### config.mk
export PLATFORM = sky130hd
export DESIGN_NAME = conv_serial_port
export DESIGN_NICKNAME = d
export VERILOG_FILES = /design/src/rtl/conv_port_pkg.sv /design/src/rtl/cp_sync.sv /design/src/rtl/cp_edge.sv /design/src/rtl/cp_frame_shifter.sv /design/src/rtl/cp_conv_seq.sv /design/src/rtl/conv_serial_port.sv
export SDC_FILE = /design/constraint.sdc
export NUM_CORES = 1
export LEC_CHECK = 0
export ABC_AREA = 1
export BUFFER_PORTS_ARGS = -buffer_cell sky130_fd_sc_hd__buf_2
export CAP_MARGIN = 20
export CORE_ASPECT_RATIO = 0.7
export CORE_MARGIN = 2
export CORE_UTILIZATION = 50
export DETAILED_ROUTE_END_ITERATION = 16
export PLACE_DENSITY = 0.7
export REMOVE_ABC_BUFFERS = 1
export SLEW_MARGIN = 20
export SYNTH_ARGS = -nofsm -noshare
export SYNTH_HDL_FRONTEND = slang
export SYNTH_SLANG_ARGS = --single-unit
### constraint.sdc
create_clock -name clk_i -period 1.5 [get_ports clk_i]
set_input_delay 0.15 -clock clk_i [delete_from_list [all_inputs] [get_ports clk_i]]
set_output_delay 0.15 -clock clk_i [all_outputs]
set_load 0.1 [all_outputs]
### src/rtl/conv_port_pkg.sv
package conv_port_pkg;
  localparam int unsigned WORD_W      = 16;
  localparam int unsigned SYNC_STAGES = 2;
  typedef enum logic {SEQ_IDLE, SEQ_CONV} seq_state_e;
endpackage

### src/rtl/cp_sync.sv
module cp_sync #(
  parameter int unsigned W       = 1,
  parameter int unsigned STAGES  = 2,
  parameter logic [W-1:0] RST_VAL = '0
) (
  input  logic         clk_i,
  input  logic         rst_ni,
  input  logic [W-1:0] async_i,
  output logic [W-1:0] level_o
);
  logic [W-1:0] stage_q [STAGES];

  always_ff @(posedge clk_i or negedge rst_ni) begin
    if (!rst_ni) begin
      for (int i = 0; i < STAGES; i++) stage_q[i] <= RST_VAL;
    end else begin
      stage_q[0] <= async_i;
      for (int i = 1; i < STAGES; i++) stage_q[i] <= stage_q[i-1];
    end
  end

  assign level_o = stage_q[STAGES-1];
endmodule

### src/rtl/cp_edge.sv
module cp_edge #(
  parameter int unsigned W        = 1,
  parameter logic [W-1:0] RST_VAL = '0
) (
  input  logic         clk_i,
  input  logic         rst_ni,
  input  logic [W-1:0] level_i,
  output logic [W-1:0] rise_o,
  output logic [W-1:0] fall_o
);
  logic [W-1:0] prev_q;

  always_ff @(posedge clk_i or negedge rst_ni) begin
    if (!rst_ni) prev_q <= RST_VAL;
    else         prev_q <= level_i;
  end

  assign rise_o = level_i & ~prev_q;
  assign fall_o = ~level_i & prev_q;
endmodule

### src/rtl/cp_frame_shifter.sv
module cp_frame_shifter #(
  parameter int unsigned WORD_W = 16,
  localparam int unsigned CNT_W = $clog2(WORD_W + 1)
) (
  input  logic              clk_i,
  input  logic              rst_ni,
  input  logic              frame_open_i,
  input  logic              frame_start_i,
  input  logic              frame_end_i,
  input  logic              sclk_rise_i,
  input  logic              sclk_fall_i,
  input  logic              din_i,
  input  logic [WORD_W-1:0] load_word_i,
  output logic              dout_o,
  output logic              oe_o,
  output logic [WORD_W-1:0] rx_word_o,
  output logic              full_o
);
  logic [WORD_W-1:0] tx_q, rx_q;
  logic [CNT_W-1:0]  cnt_q;
  logic              oe_q;
  logic              shift_ok;

  assign shift_ok = frame_open_i && !frame_start_i;

  always_ff @(posedge clk_i or negedge rst_ni) begin
    if (!rst_ni) begin
      tx_q  <= '0;
      rx_q  <= '0;
      cnt_q <= '0;
      oe_q  <= 1'b0;
    end else begin
      oe_q <= frame_open_i;
      if (frame_start_i) begin
        tx_q  <= load_word_i;
        rx_q  <= '0;
        cnt_q <= '0;
      end else if (shift_ok) begin
        if (sclk_fall_i) tx_q <= {tx_q[WORD_W-2:0], 1'b0};
        if (sclk_rise_i) begin
          rx_q <= {rx_q[WORD_W-2:0], din_i};
          if (cnt_q != CNT_W'(WORD_W)) cnt_q <= cnt_q + 1'b1;
        end
      end
    end
  end

  assign dout_o    = oe_q & tx_q[WORD_W-1];
  assign oe_o      = oe_q;
  assign rx_word_o = rx_q;
  assign full_o    = (cnt_q == CNT_W'(WORD_W));

  // enable drops once chip select is seen high
  p_oe_off_r2: assert property (@(posedge clk_i) disable iff (!rst_ni)
    frame_end_i |=> !oe_o);
  // counter never passes the frame length
  p_cnt_bound_r7: assert property (@(posedge clk_i) disable iff (!rst_ni)
    cnt_q <= CNT_W'(WORD_W));
  // no shifting outside a frame
  p_idle_hold_r11: assert property (@(posedge clk_i) disable iff (!rst_ni)
    (!frame_open_i && !$past(frame_open_i)) |=> $stable(rx_q));
endmodule

### src/rtl/cp_conv_seq.sv
module cp_conv_seq
  import conv_port_pkg::*;
#(
  parameter int unsigned WORD_W = 16
) (
  input  logic              clk_i,
  input  logic              rst_ni,
  input  logic              frame_start_i,
  input  logic              frame_end_i,
  input  logic              full_i,
  input  logic [WORD_W-1:0] rx_word_i,
  input  logic              done_i,
  input  logic [WORD_W-1:0] result_i,
  output logic              start_o,
  output logic              abort_o,
  output logic              busy_no,
  output logic [WORD_W-1:0] ctrl_word_o,
  output logic [WORD_W-1:0] read_word_o
);
  seq_state_e        state_q, state_d;
  logic [WORD_W-1:0] result_q, ctrl_q;
  logic              start_q, abort_q;
  logic              launch, accept, kill;

  assign accept = done_i && (state_q == SEQ_CONV);
  assign kill   = frame_start_i && (state_q == SEQ_CONV) && !done_i;
  // first control bit gates the start
  assign launch = frame_end_i && full_i && rx_word_i[WORD_W-1] && (state_q == SEQ_IDLE);

  always_comb begin
    state_d = state_q;
    if (accept || kill) state_d = SEQ_IDLE;
    else if (launch)    state_d = SEQ_CONV;
  end

  always_ff @(posedge clk_i or negedge rst_ni) begin
    if (!rst_ni) begin
      state_q  <= SEQ_IDLE;
      result_q <= '0;
      ctrl_q   <= '0;
      start_q  <= 1'b0;
      abort_q  <= 1'b0;
    end else begin
      state_q <= state_d;
      start_q <= launch;
      abort_q <= kill;
      if (accept) result_q <= result_i;
      if (launch) ctrl_q   <= rx_word_i;
    end
  end

  assign start_o     = start_q;
  assign abort_o     = abort_q;
  assign busy_no     = (state_q == SEQ_IDLE);
  assign ctrl_word_o = ctrl_q;
  assign read_word_o = accept ? result_i : result_q;

  // start is a single pulse and coincides with busy low
  p_start_pulse_r5: assert property (@(posedge clk_i) disable iff (!rst_ni)
    start_o |=> !start_o);
  p_start_busy_r5: assert property (@(posedge clk_i) disable iff (!rst_ni)
    start_o |-> !busy_no);
  // a started word always has its first bit set
  p_start_noop_r6: assert property (@(posedge clk_i) disable iff (!rst_ni)
    start_o |-> ctrl_word_o[WORD_W-1]);
  // a start follows a full frame
  p_start_full_r7: assert property (@(posedge clk_i) disable iff (!rst_ni)
    start_o |-> $past(full_i));
  // completion frees the port
  p_done_idle_r8: assert property (@(posedge clk_i) disable iff (!rst_ni)
    (done_i && !busy_no) |=> busy_no);
  // abort frees the port and keeps the result
  p_abort_idle_r9: assert property (@(posedge clk_i) disable iff (!rst_ni)
    abort_o |-> (busy_no && $past(!busy_no)));
  p_abort_keep_r9: assert property (@(posedge clk_i) disable iff (!rst_ni)
    abort_o |-> $stable(result_q));
  // idle done is ignored
  p_idle_done_r10: assert property (@(posedge clk_i) disable iff (!rst_ni)
    (done_i && busy_no && !launch) |=> (busy_no && $stable(result_q)));
endmodule

### src/rtl/conv_serial_port.sv
module conv_serial_port
  import conv_port_pkg::*;
(
  input  logic              clk_i,
  input  logic              rst_ni,
  input  logic              cs_ni,
  input  logic              sclk_i,
  input  logic              din_i,
  output logic              dout_o,
  output logic              dout_oe_o,
  output logic              busy_no,
  output logic              start_o,
  output logic              abort_o,
  output logic [WORD_W-1:0] ctrl_word_o,
  input  logic              done_i,
  input  logic [WORD_W-1:0] result_i
);
  logic [2:0]        pin_lvl;
  logic [1:0]        pin_rise, pin_fall;
  logic [WORD_W-1:0] rx_word, read_word;
  logic              full;

  // bit 2 din, bit 1 sclk, bit 0 cs_n
  cp_sync #(.W(3), .STAGES(SYNC_STAGES), .RST_VAL(3'b001)) u_sync (
    .clk_i   (clk_i),
    .rst_ni  (rst_ni),
    .async_i ({din_i, sclk_i, cs_ni}),
    .level_o (pin_lvl)
  );

  cp_edge #(.W(2), .RST_VAL(2'b01)) u_edge (
    .clk_i   (clk_i),
    .rst_ni  (rst_ni),
    .level_i (pin_lvl[1:0]),
    .rise_o  (pin_rise),
    .fall_o  (pin_fall)
  );

  cp_frame_shifter #(.WORD_W(WORD_W)) u_shift (
    .clk_i         (clk_i),
    .rst_ni        (rst_ni),
    .frame_open_i  (!pin_lvl[0]),
    .frame_start_i (pin_fall[0]),
    .frame_end_i   (pin_rise[0]),
    .sclk_rise_i   (pin_rise[1]),
    .sclk_fall_i   (pin_fall[1]),
    .din_i         (pin_lvl[2]),
    .load_word_i   (read_word),
    .dout_o        (dout_o),
    .oe_o          (dout_oe_o),
    .rx_word_o     (rx_word),
    .full_o        (full)
  );

  cp_conv_seq #(.WORD_W(WORD_W)) u_seq (
    .clk_i         (clk_i),
    .rst_ni        (rst_ni),
    .frame_start_i (pin_fall[0]),
    .frame_end_i   (pin_rise[0]),
    .full_i        (full),
    .rx_word_i     (rx_word),
    .done_i        (done_i),
    .result_i      (result_i),
    .start_o       (start_o),
    .abort_o       (abort_o),
    .busy_no       (busy_no),
    .ctrl_word_o   (ctrl_word_o),
    .read_word_o   (read_word)
  );

  // nothing is driven toward the core out of reset
  p_reset_quiet_r1: assert property (@(posedge clk_i) disable iff (!rst_ni)
    $rose(rst_ni) |-> (busy_no && !start_o && !abort_o));
endmodule

* After elaboration in Yosys (flattened, before gate mapping)
Index checks and enable logic that the tools add are counted.
Storage, ports and cells: register bits 81, input port bits 22, output and inout port bits 21, logic and storage cells 53
Cells by class: add/sub/neg operators 1, equal/unequal tests 2, multiplexer cells 13, bitwise gates (word level) 6, reductions and logical operators 19
Operators by type and width (count):
- $mux 16 | 7
- $mux 5 | 4
- $reduce_bool 2->1 | 5
- $logic_and 1x1->1 | 7
- $add 5x1->5 const B | 1
- $eq 5x5->1 const B | 1
- $ne 5x5->1 const B | 1
- $and 2x2->2 | 2
- $not 2->2 | 2
- $reduce_and 2->1 | 2
- $logic_not 1->1 | 3
- $reduce_and 3->1 | 1
- $mux 1 | 2
- $and 1x1->1 | 1
- $logic_or 1x1->1 | 1
- $not 1->1 | 1

* Longest topological paths before layout
word-level depth 7, mapped depth 8, depth with buffers taken out 8

* Hierarchy
Synthesis repeated with hierarchy kept, for this count alone.
Second synthesis, totals: cell total of the unflattened synthesis 364, area, all modules 3443.3 µm²
Modules (own cells, without submodules):
- cp_frame_shifter | times used 1, cells each 194, area each 1775.5 µm², sequential area each 950.9 µm²
- cp_conv_seq | times used 1, cells each 150, area each 1407.6 µm², sequential area each 875.8 µm²
- cp_sync | times used 1, cells each 9, area each 175.2 µm², sequential area each 152.6 µm²
- cp_edge | times used 1, cells each 10, area each 81.3 µm², sequential area each 51.3 µm²
- conv_serial_port | times used 1, cells each 1, area each 3.8 µm², sequential area each 0.0 µm²

* Least setup slack after synthesis
OpenSTA, ideal clock, no wires.
kind reg2out, start point register u_shift.oe_q, in the netlist u_shift.oe_o, end point output dout_o, data arrival time 1629 ps, data required time 1350 ps, setup slack -279 ps, stages on the path, launching flop included 3, path buffers 0, path through dfrtp_1 -> nand2_1 -> inv_1
On the way: cells in the longest elaborated chain, start to end 1
Ends and longest elaborated chain:
- start: declaration | line cp_frame_shifter.sv:21 | logic oe_q;
- start signal: assignment | line cp_frame_shifter.sv:33 | oe_q <= frame_open_i;
- $and 1x1->1 | line cp_frame_shifter.sv:48 | assign dout_o = oe_q & tx_q[WORD_W-1];
- end: declaration | line conv_serial_port.sv:9 | output logic dout_o,
No other way between the ends.

* Final worst setup path
Ends and elaborated chain as after synthesis.

==> out/results.txt <==
Site Rows - 25
Hold path endpoint - u_seq.result_q[9]$_DFF_PN0_
Reg2Reg Setup Slack - 70 ps
DRT Pass-1 Iters - 4
Die extent in x - 104 um
Minimum clock period - 1440 ps
Multi-input gate area - 0.00119 sq mm
Worst Setup Path Type - register to output port
Post-synth EDFFs - 0
Number of antenna diodes - 0
Met3 Use GR - 0.0622
# fillers - 561
Synth top area share - 0.555
Post-Syn Area - 0.00352 sq mm
Most crowded layer after global routing - met2
Leading area contributor after synthesis - dfrtp_1
Ys flop type - dfrtp_1
Vias in the first global route - 2435
CTS Buf Count - 9
# IOs - 43
Worst vdd ir - 0.000512 V
Endpoint class of the critical path - output port
R2r startpoint - u_shift.cnt_q[0]$_DFFE_PN0P_
Final hold violation count - 0
Synth Area per Inst - 9.53 sq um
Highest Clock Rate - 0.695 GHz
GRT Overall Usage - 0.195
Synth cell types - 24
Max-Cap Viols - 0
Leak pwr - 2.17 nW
Min-delay worst type - input port to register
Status - finished clean
Ys Warns - 0
PwrDens - 1170 mW/mm^2
Reg2reg end - u_seq.ctrl_word_o[11]$_DFFE_PN0P_
CTS max path bufs - 2
Clk_skew - 11.3 ps
Synth area leaders - dfrtp_1, nand2_1, nand3_1
Crit path DAT - 1290 ps
Placed Area - 0.00385 sq mm
Area grow syn2layout - 20.4%
Synth async-reset ratio - 1.00
Via count - 2601
Clock slew at reported path FFs - 80 ps
Period utilization - 0.960
Initial antenna violation count - 0
H-tree Lvls - 3
Worst-path cell chain - nand2_1 -> inv_1 -> buf_2
Hold Path Origin - result_i[9]
RePlAce Congestion - 0.877
Storage cell area - 0.00203 sq mm
Nets - 451
Die area - 0.00773 sq mm
Vias per cell - 4.96
Initial Util - 0.518
Fraction of layout instances using a drive strength above 1 - 0.293
Worst Hold Path Cells - 3
Sum Neg Setup Slack - 0 ps
DRT iter0 DRCs - 132
First-pass GRT wire length - 11.6 mm
Routed wire length - 7.01 mm
Die height - 74.2 um
Root Driver - clkbuf_8
CTS tree - yes
Slew at the pin closest to its max-slew limit - 510 ps
Largest stage delay, worst path - 410 ps
R2R depth - 8
Worst-Skew Late Latency - 350 ps
Max-slew violation count - 0
Routing usage on met1 - 0.278
Largest net degree at the start of global routing - 37
CTS Sinks - 81
Hold_ws - 34.7 ps
Relative slew slack - 0.660
Placeable core area - 0.00679 sq mm
Gr ovfl total - 0
WL/cell - 13.4 um
I/O Buffers - 42
Grt met2 use - 0.296
Fin area - 0.00424 sq mm
Worst path slowest cell - buf_2
Residual DRC - 0
Mapped Cells - 369
Post-synthesis register bit count - 81
Max Fanout on Critical Path - 2
DPL Wire Length - 4.57 mm
Startpoint class of the critical path - register
Worst path required time - 1350 ps
Final setup viols - 0
Antenna viol nets, final - 0
Total chip power - 4.95 mW
Seq/Total Area, Yosys - 0.577
-- cells in the mapped netlist (2+ instances only) --
| library cell | number |
|---|---|
| nand4_1 | 2 |
| dfrtp_1 | 78 |
| buf_6 | 7 |
| inv_2 | 4 |
| nor3_2 | 2 |
| nand3_1 | 57 |
| o21ai_0 | 9 |
| dfstp_2 | 3 |
| nand2_4 | 2 |
| nand2_1 | 79 |
| ha_1 | 2 |
| inv_1 | 38 |
| nand2_2 | 16 |
| buf_2 | 3 |
| o21ai_1 | 25 |
| o21ai_2 | 15 |
| buf_4 | 9 |
| nor2_1 | 12 |
-- timing repair --
action | in CTS | in global routing
endpoints found under the setup margin | 1 | 14
cloned | 0 | 2
hold buffers | 4 | 0
hold endpoints to repair | 34 | 0
buffers inserted | 1 | 4
resized for setup | 1 | 9
pin swaps | 0 | 2
-- state kept, by name, indices dropped and copies added, names as in the netlist, 2 cells and up --
signal and cells:
u_seq.ctrl_word_o 16, u_seq.result_q 16, u_sync.level_o 3, u_edge.prev_q 2
u_shift.rx_word_o 16, u_shift.tx_q 16, u_shift.cnt_q 5, u_sync.stage_q 3
-- critical path, delay by kind of cell, from the launching register on --
family	cells	cell delay [ps]
buffers and inverters	2	460
flip-flops	1	390
AND/OR/NAND/NOR	1	80
-- cells by family after synthesis --
family,Yosys count,synth area share
AOI/OAI and AO/OA,50,0.0879
adders and majority gates,2,0.00711
buffers and inverters,61,0.0907
DFF,81,0.577
and+or+nand+nor,175,0.237
-- power by group --
group | internal (mW) | switching (mW)
Combinational | 0.270 | 0.438
Sequential | 2.39 | 0.119
Clock | 1.01 | 0.727
Total | 3.67 | 1.28
-- worst max-delay path by stage --
| stage | startpoint | endpoint | slack, ps | depth (start not counted) |
|---|---|---|---|---|
| 4_1_cts | u_shift.cnt_q[0]$_DFFE_PN0P_ | u_seq.ctrl_word_o[11]$_DFFE_PN0P_ | 30 | 8 |
| 3_3_place_gp | u_shift.cnt_q[0]$_DFFE_PN0P_ | u_seq.ctrl_word_o[2]$_DFFE_PN0P_ | 110 | 8 |
| 3_5_place_dp | u_shift.cnt_q[0]$_DFFE_PN0P_ | u_seq.ctrl_word_o[11]$_DFFE_PN0P_ | 50 | 8 |
| 6_report | u_shift.oe_o$_DFF_PN0_ | dout_o | 60 | 3 |
| 2_1_floorplan | u_shift.oe_o$_DFF_PN0_ | dout_o | -280 | 2 |
| 5_1_grt | u_sync.level_o[0]$_DFF_PN1_ | u_shift.cnt_q[1]$_DFFE_PN0P_ | -1 | 6 |
-- placed cells by master, fill, tap and decap left out, drive strengths merged --
master	instances
clkbuf	13
nand2	97
o31ai	1
nand3	57
clkinvlp	1
o21ai	49
or2	1
nand4	2
ha	2
nor3	2
nand3b	2
nor2	14
dfrtp	78
bufinv	2
inv	41
buf	60
dlygate4sd3	4
dfstp	3
clkinv	1
-- per-layer routing --
| metal | wire length [um] | vias up | part of all wire |
|---|---|---|---|
| li1 | - | 1303 | - |
| met1 | 3580 | 1240 | 0.51 |
| met2 | 3090 | 49 | 0.44 |
| met3 | 267 | 9 | 0.038 |
| met4 | 76 | 0 | 0.011 |
| met5 | 0 | - | 0 |
-- stage by stage --
step,util,instances,setup WS (ps)
global placement,0.567,499,106
detailed placement,0.567,499,53.0
CTS,0.606,518,31.3
floorplan,-,350,-279
global route,0.624,524,-1.45
finish,0.624,524,60.3
-- cell type report --
| type | instances | area share |
|---|---|---|
| Tap cell | 94 | 0.0278 |
| Multi-Input combinational cell | 227 | 0.282 |
| Inverter | 42 | 0.0381 |
| Sequential cell | 81 | 0.479 |
| Timing Repair Buffer | 66 | 0.121 |
| Clock buffer | 11 | 0.0357 |
| Clock inverter | 3 | 0.0154 |
(Power assumes the default switching activity.)
